$ cat src/rtl/fwd_pkg.sv
package fwd_pkg;

  typedef enum logic [1:0] {
    SRC_RF  = 2'd0,
    SRC_MEM = 2'd1,
    SRC_WB  = 2'd2
  } fwd_src_e;

  // true when any of the three in-flight stages holds a store
  function automatic logic any_store(input logic ex_st, input logic mem_st,
                                     input logic wb_st);
    return ex_st | mem_st | wb_st;
  endfunction

endpackage

$ cat src/rtl/fwd_dest_pick.sv
module fwd_dest_pick #(
  parameter int REG_AW = 5
) (
  input  logic [REG_AW-1:0] rt,
  input  logic [REG_AW-1:0] rd,
  input  logic              regdst,
  input  logic              regwrite,
  input  logic              blocked,
  output logic [REG_AW-1:0] dst,
  output logic              live
);

  localparam logic [REG_AW-1:0] ZERO_REG = '0;

  function automatic logic [REG_AW-1:0] pick(input logic [REG_AW-1:0] f_rt,
                                             input logic [REG_AW-1:0] f_rd,
                                             input logic use_rd);
    return use_rd ? f_rd : f_rt;
  endfunction

  always_comb begin
    dst  = pick(rt, rd, regdst);
    live = regwrite && !blocked && (dst != ZERO_REG);
  end

endmodule

$ cat src/rtl/fwd_operand_sel.sv
module fwd_operand_sel
  import fwd_pkg::*;
#(
  parameter int  XLEN      = 32,
  parameter int  REG_AW    = 5,
  parameter int  OP_W      = 2,
  parameter int  IMM_CLASS = 3,
  parameter bit  SECOND    = 1'b0
) (
  input  logic [REG_AW-1:0] src_reg,
  input  logic              alusrc,
  input  logic [OP_W-1:0]   aluop,
  input  logic              mem_live,
  input  logic [REG_AW-1:0] mem_dst,
  input  logic              wb_live,
  input  logic [REG_AW-1:0] wb_dst,
  input  logic [XLEN-1:0]   mem_alu,
  input  logic [XLEN-1:0]   wb_alu,
  input  logic [XLEN-1:0]   wb_load,
  input  logic [XLEN-1:0]   rf_data,
  output logic [XLEN-1:0]   operand,
  output logic              fwd,
  output fwd_src_e          src
);

  localparam logic [OP_W-1:0] IMM_CODE = OP_W'(IMM_CLASS);

  logic            mem_hit;
  logic            wb_hit;
  logic            imm_consumer;
  logic            mem_take;
  logic            wb_take;
  logic [XLEN-1:0] wb_data;

  always_comb begin
    mem_hit      = mem_live && (mem_dst == src_reg);
    wb_hit       = wb_live && (wb_dst == src_reg);
    imm_consumer = (aluop == IMM_CODE);
    if (SECOND) begin
      mem_take = mem_hit && !alusrc;
      wb_take  = wb_hit && !imm_consumer;
      wb_data  = wb_load;
    end else begin
      mem_take = mem_hit;
      wb_take  = wb_hit;
      wb_data  = imm_consumer ? wb_alu : wb_load;
    end
  end

  always_comb begin
    if (mem_take) begin
      src     = SRC_MEM;
      operand = mem_alu;
    end else if (wb_take) begin
      src     = SRC_WB;
      operand = wb_data;
    end else begin
      src     = SRC_RF;
      operand = rf_data;
    end
    fwd = (src != SRC_RF);

    if (mem_take && wb_hit)
      a_r4_mem_over_wb: assert (src == SRC_MEM)
        else $error("R4: write-back won over memory stage");
    if (src == SRC_MEM)
      a_r8_mem_gives_alu: assert (operand == mem_alu)
        else $error("R8: memory bypass did not carry ALU result");
    if (src_reg == '0)
      a_r9_zero_never: assert (!fwd)
        else $error("R9: register 0 was bypassed");
  end

endmodule

$ cat src/rtl/fwd_unit.sv
module fwd_unit
  import fwd_pkg::*;
#(
  parameter int XLEN      = 32,
  parameter int REG_AW    = 5,
  parameter int OP_W      = 2,
  parameter int IMM_CLASS = 3
) (
  input  logic [REG_AW-1:0] ex_rs,
  input  logic [REG_AW-1:0] ex_rt,
  input  logic              ex_alusrc,
  input  logic [OP_W-1:0]   ex_aluop,
  input  logic              ex_memwrite,
  input  logic [REG_AW-1:0] mem_rt,
  input  logic [REG_AW-1:0] mem_rd,
  input  logic              mem_regdst,
  input  logic              mem_regwrite,
  input  logic              mem_memwrite,
  input  logic [XLEN-1:0]   mem_alu_result,
  input  logic [REG_AW-1:0] wb_rt,
  input  logic [REG_AW-1:0] wb_rd,
  input  logic              wb_regdst,
  input  logic              wb_regwrite,
  input  logic              wb_memwrite,
  input  logic [XLEN-1:0]   wb_alu_result,
  input  logic [XLEN-1:0]   wb_load_data,
  input  logic [XLEN-1:0]   rf_rs_data,
  input  logic [XLEN-1:0]   rf_rt_data,
  output logic [XLEN-1:0]   opnd_a,
  output logic [XLEN-1:0]   opnd_b,
  output logic              fwd_a,
  output logic              fwd_b
);

  localparam int N_OPND = 2;
  localparam logic [OP_W-1:0] IMM_CODE = OP_W'(IMM_CLASS);

  logic              store_block;
  logic [REG_AW-1:0] mem_dst;
  logic              mem_live;
  logic [REG_AW-1:0] wb_dst;
  logic              wb_live;

  logic [REG_AW-1:0] src_regs [N_OPND];
  logic [XLEN-1:0]   rf_vals  [N_OPND];
  logic [XLEN-1:0]   opnds    [N_OPND];
  logic              flags    [N_OPND];
  fwd_src_e          srcs     [N_OPND];

  assign store_block = any_store(ex_memwrite, mem_memwrite, wb_memwrite);

  fwd_dest_pick #(.REG_AW(REG_AW)) u_mem_dst (
    .rt(mem_rt), .rd(mem_rd), .regdst(mem_regdst),
    .regwrite(mem_regwrite), .blocked(store_block),
    .dst(mem_dst), .live(mem_live)
  );

  fwd_dest_pick #(.REG_AW(REG_AW)) u_wb_dst (
    .rt(wb_rt), .rd(wb_rd), .regdst(wb_regdst),
    .regwrite(wb_regwrite), .blocked(store_block),
    .dst(wb_dst), .live(wb_live)
  );

  assign src_regs[0] = ex_rs;
  assign src_regs[1] = ex_rt;
  assign rf_vals[0]  = rf_rs_data;
  assign rf_vals[1]  = rf_rt_data;

  for (genvar g = 0; g < N_OPND; g++) begin : g_opnd
    fwd_operand_sel #(
      .XLEN(XLEN), .REG_AW(REG_AW), .OP_W(OP_W),
      .IMM_CLASS(IMM_CLASS), .SECOND(g == 1)
    ) u_sel (
      .src_reg(src_regs[g]), .alusrc(ex_alusrc), .aluop(ex_aluop),
      .mem_live(mem_live), .mem_dst(mem_dst),
      .wb_live(wb_live), .wb_dst(wb_dst),
      .mem_alu(mem_alu_result), .wb_alu(wb_alu_result),
      .wb_load(wb_load_data), .rf_data(rf_vals[g]),
      .operand(opnds[g]), .fwd(flags[g]), .src(srcs[g])
    );
  end

  assign opnd_a = opnds[0];
  assign opnd_b = opnds[1];
  assign fwd_a  = flags[0];
  assign fwd_b  = flags[1];

  always_comb begin
    if (store_block)
      a_r3_store_block: assert (!fwd_a && !fwd_b)
        else $error("R3: bypass while a store is in flight");
    if (ex_aluop == IMM_CODE)
      a_r6_b_no_wb_imm: assert (srcs[1] != SRC_WB)
        else $error("R6: rt bypassed from write-back on immediate op");
    if (ex_alusrc)
      a_r7_b_mem_reg_only: assert (srcs[1] != SRC_MEM)
        else $error("R7: rt bypassed from memory while immediate selected");
    if (!mem_regwrite && !wb_regwrite)
      a_r2_no_writer: assert (!fwd_a && !fwd_b)
        else $error("R2: bypass with no register writer");
  end

endmodule

$ cat config.mk
export PLATFORM = sky130hd
export DESIGN_NAME = fwd_unit
export DESIGN_NICKNAME = d
export VERILOG_FILES = /design/src/rtl/fwd_pkg.sv /design/src/rtl/fwd_dest_pick.sv /design/src/rtl/fwd_operand_sel.sv /design/src/rtl/fwd_unit.sv
export SDC_FILE = /design/constraint.sdc
export NUM_CORES = 1
export LEC_CHECK = 0
export ABC_CLOCK_PERIOD_IN_PS = 2500
export CORE_AREA = 10 10 106 108
export DETAILED_ROUTE_END_ITERATION = 8
export DIE_AREA = 0 0 116 118
export PLACE_DENSITY_LB_ADDON = 0.15
export SETUP_SLACK_MARGIN = 0.02
export SYNTH_ARGS = -nofsm -noshare
export SYNTH_HDL_FRONTEND = slang
export SYNTH_SLANG_ARGS = --single-unit
$ cat constraint.sdc
create_clock -name vclk -period 2.5
set_clock_uncertainty 0.15 [all_clocks]
set_input_delay 0.25 -clock vclk [all_inputs]
set_output_delay 0.25 -clock vclk [all_outputs]
set_load 0.005 [all_outputs]
==> impl_metrics.yaml, run 1 <==
run_status:
  status: "finished with violations"
  violations: "negative setup slack"
grt:
  grt_overflow: 0
  grt_start_max_net_pins: 32
  grt_pass1_wl_mm: 34.8
  grt_pass1_vias: 5745
  antenna_found_initial: 1
  track_usage: 0.317
timing:
  slew_headroom: 0.640
  rsz0062_at_grt: "yes"
  finalSetupViolCount: 64
  tightest_slew_ps: 537
  maxSlewViolCount: 0
  hold_viol: 0
  fmax_ghz: 0.361
  final.setup.worst_slack_ps: -267
  post-route-min-period_ps: 2770
  fin_crit_sh: 1.11
  setup_tns_ps: -9430
finish:
  seq_area_um2: 0
  fin_nets: 967
  clkbuf_count: 0
  final_cell_area_mm2: 0.00776
  post_route_cells_drive_above_1_share: 0.490
  final_util: 0.852
  syn2layout_area_growth_pct: 153
  design.seq.count: 0
  n_fill_cell: 497
drt:
  viasPerCell: 6.92
  first_iter_violations: 680
  drc_errors: 0
  top_layer: "met4"
  drt-total-wl_mm: 27.1
  wl_met3_mm: 3.47
  avgRoutedWirePerCell_um: 30.8
  wl_met1_mm: 8.86
  num_vias: 6076
  drt-pass1-iter-count: 5
  ant_nets: 0
  wl_met2_mm: 12.5
placed_design:
  port_buffers: 266
  post-dp-hpwl_mm: 15.3
  gp_congestion: 0.879
  place_area_mm2: 0.00611
pwr:
  internal_power_uw: 650
  p_per_area_mw_per_mm2: 165
  power.switching_uw: 631
  power.leakage_uw: 0.00306
  power_frac_clock: 0
  seq_power_share: 0
  p_total_uw: 1280
  ir_drop_mv: 0.106
  combPwrFrac: 1.000
  switching_share: 0.492
yosys:
  synth_area_mm2: 0.00307
  avgSynthCellArea_um2: 6.89
  synth_area_leader_cell: "nand3_1"
  yosysWarnings: 0
  synth_most_common_cell: "nand3_1"
  syn_nets: 645
  synth_cell_types: 42
  seq_area_frac_synth: 0
  syn_inst: 445
  yosys-top-cells-count: "65 x nand3_1, 39 x clkbuf_1, 34 x nand2_1, 34 x nor2_1"
  synth.top_cell.area_share: 0.106
  yosys-top-cells-area: "nand3_1 11%, a2bb2oi_1 9.1%, a32oi_1 8.8%"
die:
  die_h_um: 118
  ios: 266
  core_mm2: 0.00911
  dieArea_mm2: 0.0137
  initial_utilization: 0.337
  placementRows: 35
  die_x_um: 116
clocking:
  holdBufCountCts: 0
worst_hold_path:
  hp-class: "in2out"
setup_path:
  critPathRequiredTime_ps: 2100
  crit_path_start_kind: "input pin"
  arrival_ps: 2370
  cp-end-kind: "primary output"
  critPathMaxFanout: 6
  critical_path_class: "in2out"
job:
  cap_violations: 0
-- cell families after synthesis --
group,after synthesis,synth area share
multiplexers,10,0.0339
AO/OA/AOI/OAI,165,0.452
buffers and inverters,62,0.0983
XOR/XNOR,20,0.0571
AND/OR/NAND/NOR,188,0.359
-- what timing repair did --
| action | in CTS | in global routing |
|---|---|---|
| pin swaps | 55 | 57 |
| cloned | 12 | 5 |
| setup buffers | 30 | 22 |
| resized for setup | 468 | 150 |
| setup endpoints to repair | 66 | 66 |
-- area by class of cell --
class	count	area (um2)	share of cell area
multi-input combinational	383	3780	0.487
tap	111	139	0.0179
timing repair buffer	382	3840	0.494
antenna	2	5.00	0.000645
-- path summary, 6_finish.rpt --
| check | start | end | cells after the start |
|---|---|---|---|
| min | rf_rt_data[9] | opnd_b[9] | 4 |
| max | wb_regdst | opnd_a[31] | 12 |
-- per-stage QoR --
stage | cells | hold slack, ps | setup slack (ps)
2_1_floorplan | 445 | 463 | 299
3_3_place_gp | 815 | 1320 | -840
3_5_place_dp | 815 | 1310 | -892
4_1_cts | 857 | 998 | -71.9
5_1_grt | 877 | 1020 | -339
6_report | 878 | 1010 | -267
-- power by group through the flow --
stage          clock network, uW  logic (uW)  registers, uW
6_report                0.000107        1280              0
4_1_cts                        0        1070              0
5_1_grt                0.0000535        1320              0
3_3_place_gp                   0         963              0
3_5_place_dp                   0         971              0
2_1_floorplan                  0         360              0
-- worst max-delay path, cell delays in order --
cell and delay, ps:
buf_8 80, buf_8 140, mux2i_4 380, buf_6 180, xnor2_4 80, nor4b_4 250, buf_6 210, buf_12 140
buf_12 130, a21oi_2 60, o31ai_1 280, buf_2 190
-- layer usage --
metal  track usage  up-vias
li1              -     2413
met1         0.352     2828
met2         0.540      631
met3        0.0989      204
met4         0.131        0
met5             0        -
-- placed cells by master, fill, tap and decap left out, types with 4 or more instances in the layout --
cell type,instances
xnor2_1,8
clkdlybuf4s15_1,4
o21ai_2,18
dlygate4sd2_1,10
buf_12,22
clkdlybuf4s50_1,168
xnor2_2,10
buf_2,69
dlymetal6s2s_1,4
a21oi_2,17
buf_8,7
a32oi_2,13
and4_4,15
clkdlybuf4s15_2,4
clkbuf_16,5
o21ai_1,11
nand3_1,64
o21ai_0,4
a21oi_4,12
nor2_1,33
nand2_1,32
a2bb2oi_2,25
mux2i_4,8
buf_6,36
and4_1,16
buf_16,6
buf_4,44
a32oi_1,16
a2bb2oi_1,7
nor4_4,4
o31ai_2,14
o31ai_4,16
Note: power is estimated with default switching activity, not from simulation.
==> run 2, diff against run 1 <==
--- a/config.mk
+++ b/config.mk
@@ -9,8 +9,7 @@
 export CORE_AREA = 10 10 106 108
 export DETAILED_ROUTE_END_ITERATION = 8
 export DIE_AREA = 0 0 116 118
-export PLACE_DENSITY_LB_ADDON = 0.15
-export SETUP_SLACK_MARGIN = 0.02
+export PLACE_DENSITY = 0.92
 export SYNTH_ARGS = -nofsm -noshare
 export SYNTH_HDL_FRONTEND = slang
 export SYNTH_SLANG_ARGS = --single-unit
==> impl_metrics.yaml, run 2 (synthesis gave the netlist of run 1 again) <==
run_status:
  status: "finished with violations"
  violations: "negative setup slack"
setup_path:
  path_common_cell: "buf_4"
  slowest_delay_ps: 470
  cp-end-kind: "primary output"
  critPathRequiredTime_ps: 2100
  arrival_ps: 2360
  critPathMaxFanout: 17
  cp_slowest_cell: "nor2_1"
  crit_chain: "buf_8, buf_8, mux2i_4, buf_4, xnor2_2, buf_4, buf_4, nor2_1, a32oi_2, a2bb2oi_2, buf_2"
  critical_path_class: "in2out"
  crit_path_start_kind: "input pin"
finish:
  diodes: 0
  layout_commonest_cell: "clkdlybuf4s50_1"
  fin_nets: 971
  seq_area_um2: 0
  post_route_cells_drive_above_1_share: 0.433
  syn2layout_area_growth_pct: 140
  design.seq.count: 0
  final_util: 0.809
  clkbuf_count: 0
  layout.cells.most_common_list: "168 x clkdlybuf4s50_1, 64 x buf_2, 62 x nand3_1"
  final_cell_area_mm2: 0.00736
grt:
  track_usage: 0.320
  antenna_found_initial: 0
  grt_pass1_vias: 6152
  grt_pass1_wl_mm: 35.3
  grt_start_max_net_pins: 30
  grt_overflow: 0
timing:
  post-route-min-period_ps: 2760
  rsz0062_at_grt: "yes"
  fin_crit_sh: 1.10
  maxSlewViolCount: 0
  slew_headroom: 0.622
  setup_tns_ps: -1920
  tightest_slew_ps: 559
  final.setup.worst_slack_ps: -257
  fmax_ghz: 0.363
  hold_ws_ps: 1000
  hold_viol: 0
  finalSetupViolCount: 28
drt:
  viasPerCell: 6.68
  ant_nets: 0
  num_vias: 5879
  avgRoutedWirePerCell_um: 28.5
  first_iter_violations: 636
  drt-total-wl_mm: 25.1
  drt-pass1-iter-count: 5
  drc_errors: 0
pwr:
  p_per_area_mw_per_mm2: 158
  power.leakage_uw: 0.00302
  ir_drop_mv: 0.131
  p_total_uw: 1170
worst_hold_path:
  holdPathStages: 4
  hp-class: "in2out"
  min_to: "opnd_b[12]"
  hp-start: "rf_rt_data[12]"
clocking:
  holdBufCountCts: 0
die:
  initial_utilization: 0.337
  die_h_um: 118
  die_x_um: 116
  placementRows: 35
  dieArea_mm2: 0.0137
  ios: 266
  core_mm2: 0.00911
placed_design:
  gp_congestion: 0.876
  port_buffers: 266
  place_area_mm2: 0.00613
  post-dp-hpwl_mm: 15.4
job:
  cap_violations: 0
[run 2: cell count changes in the layout (fill, tap and decap cells not counted), sizes merged]
| cell | before | now |
|---|---|---|
| buf | 184 | 186 |
| clkbuf | 8 | 10 |
| clkdlybuf4s15 | 8 | 6 |
| diode | 2 | 0 |
| dlygate4sd2 | 10 | 12 |
[run 2: repair_timing]
action / in CTS / in global routing
pin swaps: 52 / 66
setup endpoints to repair: 66 / 65
buffers inserted: 38 / 13
gates cloned: 13 / 6
resized for setup: 415 / 117
hold endpoints to repair: 0 / 0
[run 2: power breakdown]
group	switching, uW	internal, uW
clock network	0	0
logic	545	622
registers	0	0
total	545	622
[run 2: worst max path at each step]
stage	from	slack, ps	end
2_1_floorplan	mem_rd[1]	300	opnd_a[22]
3_3_place_gp	wb_regdst	-770	opnd_b[21]
3_5_place_dp	wb_regdst	-900	opnd_a[27]
4_1_cts	mem_rt[1]	-100	opnd_b[20]
5_1_grt	wb_regdst	-210	opnd_b[21]
6_report	wb_regdst	-260	opnd_b[21]
[run 2: routing by layer]
layer	global-route usage	wire length [um]	share of wire
met2	0.546	12200	0.48
met5	0	0	0
met4	0.174	1770	0.070
met3	0.0872	2970	0.12
met1	0.345	8210	0.33
[run 2: stage by stage]
step	worst slack [ps]	instances
after CTS	-103	867
after detailed placement	-901	817
after global routing	-213	880
final	-257	880
after global placement	-766	817
after floorplan	299	445
[run 2: worst max-delay path, delay by kind of cell]
family                    cells  cell delay (ps)
buffers and inverters         6              880
and+or+nand+nor               1              470
AOI/OAI and AO/OA             2              390
muxes                         1              190
xor gates and xnor gates      1              160
[run 2: layout make-up]
| class | instances | area, um2 |
|---|---|---|
| fill | 579 | 1740 |
| multi-input combinational | 383 | 3470 |
| timing repair buffer | 386 | 3760 |
| tap | 111 | 139 |
==> run 3, diff against run 2 <==
--- a/config.mk
+++ b/config.mk
@@ -5,11 +5,11 @@
 export SDC_FILE = /design/constraint.sdc
 export NUM_CORES = 1
 export LEC_CHECK = 0
-export ABC_CLOCK_PERIOD_IN_PS = 2500
-export CORE_AREA = 10 10 106 108
+export ABC_CLOCK_PERIOD_IN_PS = 3600
+export CORE_AREA = 10 10 104 106
 export DETAILED_ROUTE_END_ITERATION = 8
-export DIE_AREA = 0 0 116 118
-export PLACE_DENSITY = 0.92
+export DIE_AREA = 0 0 114 116
+export PLACE_DENSITY = 0.95
 export SYNTH_ARGS = -nofsm -noshare
 export SYNTH_HDL_FRONTEND = slang
 export SYNTH_SLANG_ARGS = --single-unit
==> constraint.sdc (replaced) <==
create_clock -name vclk -period 3.6
set_clock_uncertainty 0.15 [all_clocks]
set_input_delay 0.36 -clock vclk [all_inputs]
set_output_delay 0.36 -clock vclk [all_outputs]
set_load 0.005 [all_outputs]
==> impl_metrics.yaml, run 3 (synthesis gave the netlist of run 1 again) <==
run_status:
  status: "completed"
die:
  die_h_um: 116
  dieArea_mm2: 0.0132
  core_mm2: 0.00868
  die_x_um: 114
  placementRows: 34
  ios: 266
  initial_utilization: 0.354
drt:
  avgRoutedWirePerCell_um: 23.8
  drt-total-wl_mm: 19.0
  viasPerCell: 6.18
  ant_nets: 0
  drc_errors: 0
  drt-pass1-iter-count: 6
  num_vias: 4936
  first_iter_violations: 574
timing:
  tightest_slew_ps: 474
  hold_ws_ps: 1370
  fmax_ghz: 0.284
  finalSetupViolCount: 0
  fin_crit_sh: 0.979
  final.setup.worst_slack_ps: 76.8
  maxSlewViolCount: 0
  slew_headroom: 0.682
  hold_viol: 0
  post-route-min-period_ps: 3520
pwr:
  ir_drop_mv: 0.0779
  power.leakage_uw: 0.00215
  p_per_area_mw_per_mm2: 113
  p_total_uw: 687
finish:
  post_route_cells_drive_above_1_share: 0.135
  design.seq.count: 0
  final_cell_area_mm2: 0.00608
  clkbuf_count: 0
  final_util: 0.701
  layout.cells.most_common_list: "264 x clkdlybuf4s50_1, 65 x nand3_1, 34 x nand2_1, 34 x buf_4, 33 x nor2_1"
  n_fill_cell: 678
  seq_area_um2: 0
  syn2layout_area_growth_pct: 98.2
  layout_commonest_cell: "clkdlybuf4s50_1"
  multi_input_area_mm2: 0.00289
  diodes: 0
  fin_nets: 893
grt:
  grt_util_met1: 0.273
  antenna_found_initial: 0
  grt_pass1_wl_mm: 27.7
  grt_pass1_vias: 5245
  global_route.usage.met2: 0.473
  grtUsageMet3: 0.0677
  grt_start_max_net_pins: 34
  track_usage: 0.255
  grt-busiest-layer: "met2"
  grt_overflow: 0
setup_path:
  arrival_ps: 3010
  crit_path_start_kind: "input pin"
  critical_path_class: "in2out"
  critPathRequiredTime_ps: 3090
  critPathMaxFanout: 32
  cp-end-kind: "primary output"
placed_design:
  dpl_worst_slack_ps: -128
  place_area_mm2: 0.00596
  port_buffers: 266
  gp_congestion: 0.931
  post-dp-hpwl_mm: 15.6
clocking:
  holdBufCountCts: 0
worst_hold_path:
  hp-class: "in2out"
  holdPathStages: 4
  hp-start: "mem_alu_result[10]"
  min_to: "opnd_a[10]"
job:
  cap_violations: 0
## run 3: cell type report
type                            instances  area share
Tap cell                              108      0.0222
Multi-Input combinational cell        383       0.476
Timing Repair Buffer                  308       0.502
## run 3: through the flow
stage	std cells	setup TNS (ps)
after global routing	799	-150
after detailed placement	796	-158
after floorplan	445	0
final	799	0
after global placement	796	-105
after CTS	796	0
## run 3: what timing repair did
item,CTS,global route
resized for setup,1,17
pin swaps,0,4
endpoints found under the setup margin,2,49
setup buffers,0,3
## run 3: how the worst max path moves through the flow
stage	start	to	slack, ps	cells after the start
after floorplan	mem_rd[1]	opnd_a[22]	1180	7
after CTS	wb_regdst	opnd_a[10]	0.5	10
final	wb_regdst	opnd_a[2]	80	10
after global placement	mem_regdst	opnd_b[31]	-100	8
after detailed placement	mem_regdst	opnd_b[31]	-130	8
after global routing	wb_regdst	opnd_a[2]	-40	10
## run 3: power breakdown
group	total [uW]	switching (uW)	internal, uW	leakage, uW
logic	687	292	395	0.00215
clock network	0	0	0	0
registers	0	0	0	0
total	687	292	395	0.00215
## run 3: routing by layer
layer	routed length, um	up-vias
li1	-	2250
met1	6660	2303
met2	9760	328
met3	1890	55
met4	722	0
met5	0	-
## run 3: worst max-delay path: stages
cell             delay, ps
clkdlybuf4s50_1        470
buf_6                  180
mux2i_4                270
xnor2_1                130
nor4b_4                270
buf_4                  180
buf_12                 180
a21oi_1                100
o31ai_2                290
clkdlybuf4s50_1        570
